<file path="config.mk">
export PLATFORM = sky130hd
export DESIGN_NAME = collide_alert_top
export DESIGN_NICKNAME = d
export VERILOG_FILES = /design/src/rtl/collide_alert_pkg.sv /design/src/rtl/collide_addr_match.sv /design/src/rtl/collide_port_flag.sv /design/src/rtl/collide_alert_top.sv
export SDC_FILE = /design/constraint.sdc
export NUM_CORES = 1
export LEC_CHECK = 0
export ABC_AREA = 1
export ABC_CLOCK_PERIOD_IN_PS = 1800
export BUFFER_PORTS_ARGS = -buffer_cell sky130_fd_sc_hd__buf_2
export CAP_MARGIN = 20
export CORE_MARGIN = 2
export CORE_UTILIZATION = 39
export DETAILED_ROUTE_END_ITERATION = 12
export GPL_ROUTABILITY_DRIVEN = 1
export HOLD_SLACK_MARGIN = 0.1
export PLACE_DENSITY = 0.78
export SETUP_SLACK_MARGIN = 0.2
export SLEW_MARGIN = 20
export SYNTH_ARGS = -nofsm -noshare
export SYNTH_HDL_FRONTEND = slang
export SYNTH_HIERARCHICAL = 1
export SYNTH_SLANG_ARGS = --single-unit
</file>
<file path="constraint.sdc">
create_clock -name clk -period 1.8 [get_ports clk]
set_clock_uncertainty 0.1 [all_clocks]
set_input_delay 0.18 -clock clk [delete_from_list [all_inputs] [get_ports clk]]
set_output_delay 0.18 -clock clk [all_outputs]
set_load 0.05 [all_outputs]
</file>
<file path="src/rtl/collide_alert_pkg.sv">
package collide_alert_pkg;

  localparam int NUM_PORTS = 2;

  // A port's data is suspect when the word matched and the other port wrote it.
  function automatic logic peer_spoils(input logic word_match, input logic peer_write);
    return word_match & peer_write;
  endfunction

  // Next alert state: a pending hit raises the alert unless the port is
  // spending this cycle clearing a previous one.
  function automatic logic next_alert(input logic pending_hit, input logic clearing);
    return pending_hit & ~clearing;
  endfunction

endpackage

</file>
<file path="src/rtl/collide_addr_match.sv">
module collide_addr_match #(
  parameter int ADDR_W = 19
) (
  input  logic              en_a,
  input  logic              en_b,
  input  logic [ADDR_W-1:0] addr_a,
  input  logic [ADDR_W-1:0] addr_b,
  output logic              word_match
);

  always_comb begin
    word_match = en_a & en_b & (addr_a == addr_b);
  end

endmodule

</file>
<file path="src/rtl/collide_port_flag.sv">
module collide_port_flag
  import collide_alert_pkg::*;
(
  input  logic clk,
  input  logic rst_n,
  input  logic raw_hit,
  output logic hit_q,
  output logic clearing,
  output logic alert_n
);

  logic alert_q;

  // Stage 1 captures the hit at the first edge.
  // Stage 2 drives the alert at the second edge.
  always_ff @(posedge clk) begin
    if (!rst_n) begin
      hit_q   <= 1'b0;
      alert_q <= 1'b0;
    end else begin
      hit_q   <= raw_hit;
      alert_q <= next_alert(hit_q, alert_q);
    end
  end

  assign clearing = alert_q;
  assign alert_n  = ~alert_q;

endmodule

</file>
<file path="src/rtl/collide_alert_top.sv">
module collide_alert_top
  import collide_alert_pkg::*;
#(
  parameter int ADDR_W = 19
) (
  input  logic              clk,
  input  logic              rst_n,
  input  logic              a_en,
  input  logic              a_wr,
  input  logic [ADDR_W-1:0] a_addr,
  input  logic              b_en,
  input  logic              b_wr,
  input  logic [ADDR_W-1:0] b_addr,
  output logic              a_alert_n,
  output logic              b_alert_n
);

  logic                 same_word;
  logic [NUM_PORTS-1:0] peer_wr;
  logic [NUM_PORTS-1:0] port_raw;
  logic [NUM_PORTS-1:0] port_hit_q;
  logic [NUM_PORTS-1:0] port_clearing;
  logic [NUM_PORTS-1:0] port_alert_n;

  collide_addr_match #(.ADDR_W(ADDR_W)) u_match (
    .en_a       (a_en),
    .en_b       (b_en),
    .addr_a     (a_addr),
    .addr_b     (b_addr),
    .word_match (same_word)
  );

  // Index 0 is port A. Its peer is B, so its hazard comes from b_wr.
  assign peer_wr = {a_wr, b_wr};

  for (genvar p = 0; p < NUM_PORTS; p++) begin : g_port
    assign port_raw[p] = peer_spoils(same_word, peer_wr[p]);

    collide_port_flag u_flag (
      .clk      (clk),
      .rst_n    (rst_n),
      .raw_hit  (port_raw[p]),
      .hit_q    (port_hit_q[p]),
      .clearing (port_clearing[p]),
      .alert_n  (port_alert_n[p])
    );
  end

  assign a_alert_n = port_alert_n[0];
  assign b_alert_n = port_alert_n[1];

endmodule

</file>
======== Yosys cells after proc, flatten, opt, wreduce, memory -nomap -nowiden ========
Index checks and enable logic that the tools add are counted.
word-level totals
  flip-flop bits (word level) ............. 4
  bits in latches ......................... 0
  RAM bits ................................ 0
  memory bits (read-only) ................. 0
  output and inout port bits .............. 2
  memories ................................ 0
cells by class
  add/sub/neg operators ................... 0
  $mul .................................... 0
  divide/modulo/power cells ............... 0
  magnitude comparators ................... 0
  equality and inequality tests ........... 1
  shift operators ......................... 0
  mux-type cells .......................... 0
  bitwise logic cells ..................... 8
  reduce and logical (&&, ||, !) cells .... 0
operators with widths
  kind            number
  19-bit == test  1
  1-bit AND       6
  1-bit NOT       2

======== Depth between registers and ports, before layout ========
Gate-level depths: netlist of run 1.
  depth in word-level cells ............... 3
  gate-level depth with buffers ........... 12
  gate-level depth less buffers ........... 12

======== By module ========
Netlist of run 1, hierarchy kept.
modules (own cells, without submodules)
  module              instances  cells an instance  area each (sq um)  seq. area each (sq um)
  collide_addr_match  1          99                 396.6              0.0
  collide_port_flag   2          7                  61.3               40.0
  collide_alert_top   1          4                  15.0               0.0

======== Worst setup path after synthesis of run 1 ========
No wires, ideal clock.
  path type ............................... input port to flip-flop
  start ................................... in a_addr[16]
  end ..................................... reg g_port[0].u_flag.hit_q
  library setup time ...................... 0.056 ns
  arrival time ............................ 0.803 ns
  required time ........................... 1.644 ns
  slack ................................... 0.841 ns
  stages on the path ...................... 12
  buffers on the path ..................... 0
  path through ............................ inv_1 nand2_1 o21ai_0 inv_1 nand2_1 nor2_1 nand2_1 nor2_1 nand2_1 inv_1 nand2_1 inv_1
between the ends
  longest elaborated chain between the ends .. 3
ends and longest elaborated chain
  element                line                      source
  from (decl)            collide_alert_top.sv:10   input logic [ADDR_W-1:0] a_addr,
  19-bit == test         collide_addr_match.sv:12  word_match = en_a & en_b & (addr_a == addr_b);
  1-bit AND              collide_addr_match.sv:12
  named net same_word    collide_alert_top.sv:18   logic same_word;
  1-bit AND              collide_alert_pkg.sv:7    return word_match & peer_write;
  named net port_raw[0]  collide_alert_top.sv:20   logic [NUM_PORTS-1:0] port_raw;
  to (signal assigned)   collide_port_flag.sv:21   hit_q <= raw_hit;
  to (decl)              collide_port_flag.sv:7    output logic hit_q,
The timed path passes the listed nets, and every way through them passes these cells.
A chain may end at the register's enable or synchronous reset.

======== Worst setup path in the final report of run 1 ========
  start ................................... reg g_port[1].u_flag.alert_q
  end ..................................... out b_alert_n
between the ends
  longest elaborated chain between the ends .. 1
ends and longest elaborated chain
  element                 line                     source
  from (decl)             collide_port_flag.sv:12  logic alert_q;
  from (signal assigned)  collide_port_flag.sv:22  alert_q <= next_alert(hit_q, alert_q);
  1-bit NOT               collide_port_flag.sv:27  assign alert_n = ~alert_q;
  to (decl)               collide_alert_top.sv:15  output logic b_alert_n
Every way passes these cells.

==> flow_summary.toml, run 1 <==
[pwr]
pwr-share-seq_pct = 28.4
switchingPower_uw = 87.9
power_frac_comb_pct = 36.9
power_density_nw_per_um2 = 387
internal_power_uw = 226
p_clk_share_pct = 34.7
leakagePower_nw = 0.602
switching_share_pct = 28.0
peakVddDrop_mv = 0.194

[finish]
drive_above_1_share_pct = 30.1
fill_cells = 132
multi_input_area_sq_um = 300
fin_util_pct = 63.1
fin_nets = 212
diodes = 0
syn2layout_area_growth_pct = 51.8
seqCellArea_sq_um = 80.1

[routing]
wire_per_inst_um = 6.61
via_per_inst = 3.97
antenna_left = 0
num_vias = 719
wl_mm = 1.20
route.detailed.drc = 0
firstDrtPassIters = 4
first_iter_violations = 3

[floorplanning]
design.core.area_sq_um = 1280
die_x_um = 41.0
std_cell_rows = 13
start_util_pct = 41.6
die_y_um = 41.0
io_pins = 46
die_area_sq_um = 1680

[yosys]
synthFlopType = "dfxtp_1"
synth_top_area_share_pct = 37.2
yosys.area.top_type = "nand2_1"
synthArstFlopShare_pct = 0
synth_seq_cells = 4
synth_edf_count = 0
avgSynthCellArea_sq_um = 4.57
syn-num-nets = 161
synth_area_leaders = "nand2_1 (37%), inv_1 (29%), dfxtp_1 (15%)"
yosys.cell_types.count = 10
synth_most_common_cell = "nand2_1"
synth-seq-area-share_pct = 15.0
ys_warn_count = 6
ys_top_cells_by_count = "nand2_1 (53), inv_1 (41), nor2_1 (8)"
netlist_area_sq_um = 534
syn_inst = 117

[worst_setup_path]
cp.arrival_ns = 0.83
r2r_slack_ns = 1.18
crit_path_start_kind = "register"
cp_max_fo = 2
cp-end-kind = "primary output"
r2r_cells = 2
cp.required_ns = 1.52
critPathLaunch = "g_port[1].u_flag/clearing"
criticalPathCategory = "register to primary output"
r2r_start = "g_port[1].u_flag/hit_q"
critical_path.endpoint = "b_alert_n"
r2r_end = "g_port[1].u_flag/clearing"

[min_path]
min_path_type = "primary input to register"

[clock_tree]
post_cts_buffers = 0
clockBufferDepth = 2
cts_root_buf = "clkbuf_4"
clkLatencyLatePin_ns = 0.23
cts_htree_levels = 1
cts_hold_repair.buffers = 1
cts_tree = "built"
cts_sinks = 4
cts_resized = 0
clkSlewWorstSetupHoldPaths_ns = 0.04
cts_buffers = 3

[sta]
max_freq_ghz = 0.900
post-route-period-util_pct = 61.8
fin_ws_ns = 0.688
rsz0062_at_grt = "no"
slew_headroom_pct = 83.5
tightest_slew_ns = 0.249
finalSetupViolCount = 0
period_minus_slack_ns = 1.11
finalHoldViolCount = 0
slew_violations = 0
setup_tns_ns = 0
whs_ns = 0.140

[placement]
dp_slack_ns = 0.599
port-buffer-count = 45
dp_hpwl_mm = 1.06
place_congestion = 0.708

[grt]
antenna_found_initial = 0
grt_pass1_wl_mm = 1.86
track_usage_pct = 16.1
grt_max_degree = 5
grt_pass1_vias = 601
grt_overflow = 0

[job]
cap_violations = 0

[run_status]
outcome = "complete, no violations"
power groups by stage:
stage          combinational [mW]  sequential [mW]  clock (mW)
3_5_place_dp                0.115           0.0905           0
5_1_grt                     0.136           0.0889       0.123
6_report                    0.116           0.0891       0.109
4_1_cts                     0.117           0.0892       0.110
2_1_floorplan              0.0554           0.0905           0
3_3_place_gp                0.112           0.0905           0
cells in the final DEF (no fill, tap or decap), drive strengths merged:
cell type,n
buf,45
nand2,53
clkbuf,3
dfxtp,4
inv,41
o21ai,4
o211ai,1
dlygate4sd3,1
xnor2,3
nand3,1
nor2,10
metrics by stage:
step	total power, mW	instances	area (sq um)
2_1_floorplan	0.146	117	534
3_3_place_gp	0.202	177	778
3_5_place_dp	0.205	177	778
4_1_cts	0.316	181	811
5_1_grt	0.348	181	811
6_report	0.314	181	811
how the worst min path moves through the flow:
stage,slack (ns),to,startpoint,cells after the start
2_1_floorplan,0.18,g_port[0].u_flag/hit_q,rst_n,2
3_3_place_gp,0.31,g_port[1].u_flag/clearing,g_port[1].u_flag/clearing,1
3_5_place_dp,0.32,g_port[0].u_flag/clearing,g_port[0].u_flag/clearing,1
4_1_cts,0.13,g_port[0].u_flag/hit_q,b_wr,5
5_1_grt,0.14,g_port[0].u_flag/hit_q,b_wr,5
6_report,0.14,g_port[0].u_flag/hit_q,b_wr,5
registers in the layout (all words and copies together), names as in the netlist:
signal / cells
g_port.u_flag/hit_q: 2
g_port.u_flag/clearing: 2
cell families after synthesis:
group                  Yosys count  share of synthesized area (%)
XOR/XNOR                         3                           4.92
AND/OR/NAND/NOR                 64                           46.1
buffers and inverters           41                           28.8
AO/OA/AOI/OAI                    5                           5.15
flip-flops                       4                           15.0
routing by layer:
| metal | share of wire [%] | up-vias | GRT usage, % |
|---|---|---|---|
| li1 | - | 418 | - |
| met3 | 8.4 | 0 | 3.26 |
| met5 | 0 | - | 0 |
| met4 | 0 | 0 | 4.17 |
| met2 | 50 | 28 | 35.9 |
| met1 | 41 | 273 | 13.3 |
worst max-delay path, stage by stage (launching register included):
cell and delay, ns:
dfxtp_1 0.31, inv_1 0.05, buf_2 0.25
layout make-up:
type	instances	area share (%)
Clock buffer	3	2.78
Inverter	41	19.0
Multi-Input combinational cell	72	37.0
Sequential cell	4	9.88
Tap cell	15	2.31
Timing Repair Buffer	46	29.0
(Power assumes the default switching activity.)
==> run 2: changes to the inputs <==
ABC_CLOCK_PERIOD_IN_PS = 900   (was 1800)
CORE_UTILIZATION = 33   (was 39)
PLACE_DENSITY = 0.7   (was 0.78)
clock period = 0.9 ns   (was 1.8 ns; I/O delays follow)
==> run 2 against run 1 <==
  * The run now ends with negative hold slack, negative setup slack left
  * Register-to-register slack worse by 0.97 ns
  * Die area up 16%
  * Clock power up 100%
  * Global-route usage down 2.4 points
  * Critical endpoint unchanged
  * Largest power group unchanged
  * Highest routed layer unchanged
==> flow_summary.toml, run 2 (synthesis gave the netlist of run 1 again) <==
[worst_setup_path]
cp.required_ns = 0.71
cp_max_fo = 2
cp.arrival_ns = 0.80
cp_slowest_cell = "dfxtp_4"
cp-end-kind = "primary output"
critical_path.cell_chain = "clkinvlp_4 -> buf_6"
crit_path_start_kind = "register"
criticalPathCategory = "register to primary output"
cpPeakStageDelay_ns = 0.36

[placement]
port-buffer-count = 45
placed_cells = 178
dp_hpwl_mm = 1.12
place_congestion = 0.676
dp_slack_ns = -0.193

[routing]
antenna_left = 0
wl_mm = 1.29
route.detailed.drc = 0
first_iter_violations = 5
wire_per_inst_um = 7.10
num_vias = 735
via_per_inst = 4.04
firstDrtPassIters = 3

[min_path]
min_path_type = "primary input to register"

[floorplanning]
std_cell_rows = 14
die_y_um = 44.2
die_area_sq_um = 1960
design.core.area_sq_um = 1510
start_util_pct = 35.5
die_x_um = 44.2
io_pins = 46

[grt]
grt_max_degree = 5
grt_pass1_wl_mm = 2.06
grt_pass1_vias = 639
grt_overflow = 0
antenna_found_initial = 0
track_usage_pct = 13.7

[run_status]
outcome = "finished with violations"
violations = "negative hold slack, negative setup slack"

[clock_tree]
cts_buffers = 3
clockBufferDepth = 2
cts_htree_levels = 1
cts_root_buf = "clkbuf_4"
cts_tree = "built"
clkLatencyLatePin_ns = 0.23
cts_sinks = 4
clkSlewWorstSetupHoldPaths_ns = 0.04

[sta]
slew_headroom_pct = 90.2
finalHoldViolCount = 2
period_minus_slack_ns = 0.995
tightest_slew_ns = 0.146
slew_violations = 0
fin_ws_ns = -0.0948
post-route-period-util_pct = 111
max_freq_ghz = 1.01
whs_ns = -0.0169
rsz0062_at_grt = "yes"
setup_tns_ns = -0.179
finalSetupViolCount = 2

[finish]
diodes = 0
drive_above_1_share_pct = 40.4
final_cells = 182
layout_commonest_cell = "nand2_1"
syn2layout_area_growth_pct = 68.2
mostFrequentLayoutCells = "nand2_1 (51), buf_2 (38), inv_1 (33)"
fin_nets = 212

[pwr]
power_density_nw_per_um2 = 737
leakagePower_nw = 0.625
peakVddDrop_mv = 0.360

[job]
cap_violations = 0
[run 2: worst paths after layout]
path | from | to | slack, ns | depth (start not counted)
hold reg to reg | g_port[0].u_flag/hit_q | g_port[0].u_flag/clearing | 0.32 | 2
setup reg to reg | g_port[0].u_flag/clearing | g_port[0].u_flag/clearing | 0.21 | 2
hold / removal | rst_n | g_port[1].u_flag/hit_q | -0.02 | 3
setup / recovery | g_port[1].u_flag/clearing | b_alert_n | -0.09 | 2
[run 2: layer usage]
layer / share of wire (%) / track usage, % / up-vias
met5: 0 / 0 / -
met4: 0 / 7.27 / 0
met3: 8.2 / 0.816 / 0
met2: 55 / 28.5 / 25
met1: 37 / 12.9 / 294
li1: - / - / 416
[run 2: timing repair]
item                                   4_1_cts  5_1_grt
setup buffers                                1        0
pin swaps                                    7        9
endpoints found under the hold margin        4        4
resized for setup                            8       10
setup endpoints to repair                    4        5
[run 2: final cells by class]
type / count / area (sq um)
repair buffers: 46 / 273
well taps: 16 / 20.0
clock buffers: 3 / 22.5
multi-input cells: 72 / 322
fillers: 162 / 608
inverters: 41 / 176
flip-flops and latches: 4 / 85.1
[run 2: where the power goes]
group | total [mW] | leakage [nW] | switching, mW | internal, mW
Sequential | 0.175 | 0.0335 | 0.0000000556 | 0.175
Combinational | 0.265 | 0.578 | 0.123 | 0.142
Clock | 0.222 | 0.0138 | 0.0729 | 0.149
[run 2: per-stage QoR]
step | util [%] | total power, mW | area [sq um]
finish | 59.6 | 0.662 | 898
detailed placement | 53.2 | 0.422 | 802
global route | 59.6 | 0.717 | 898
CTS | 57.3 | 0.656 | 863
global placement | 53.2 | 0.417 | 802
floorplan | - | 0.296 | 557
[run 2: worst max-delay path, delay by kind of cell, from the launching register on]
family	cells	cell delay (ns)
DFF	1	0.36
buffers and inverters	2	0.22
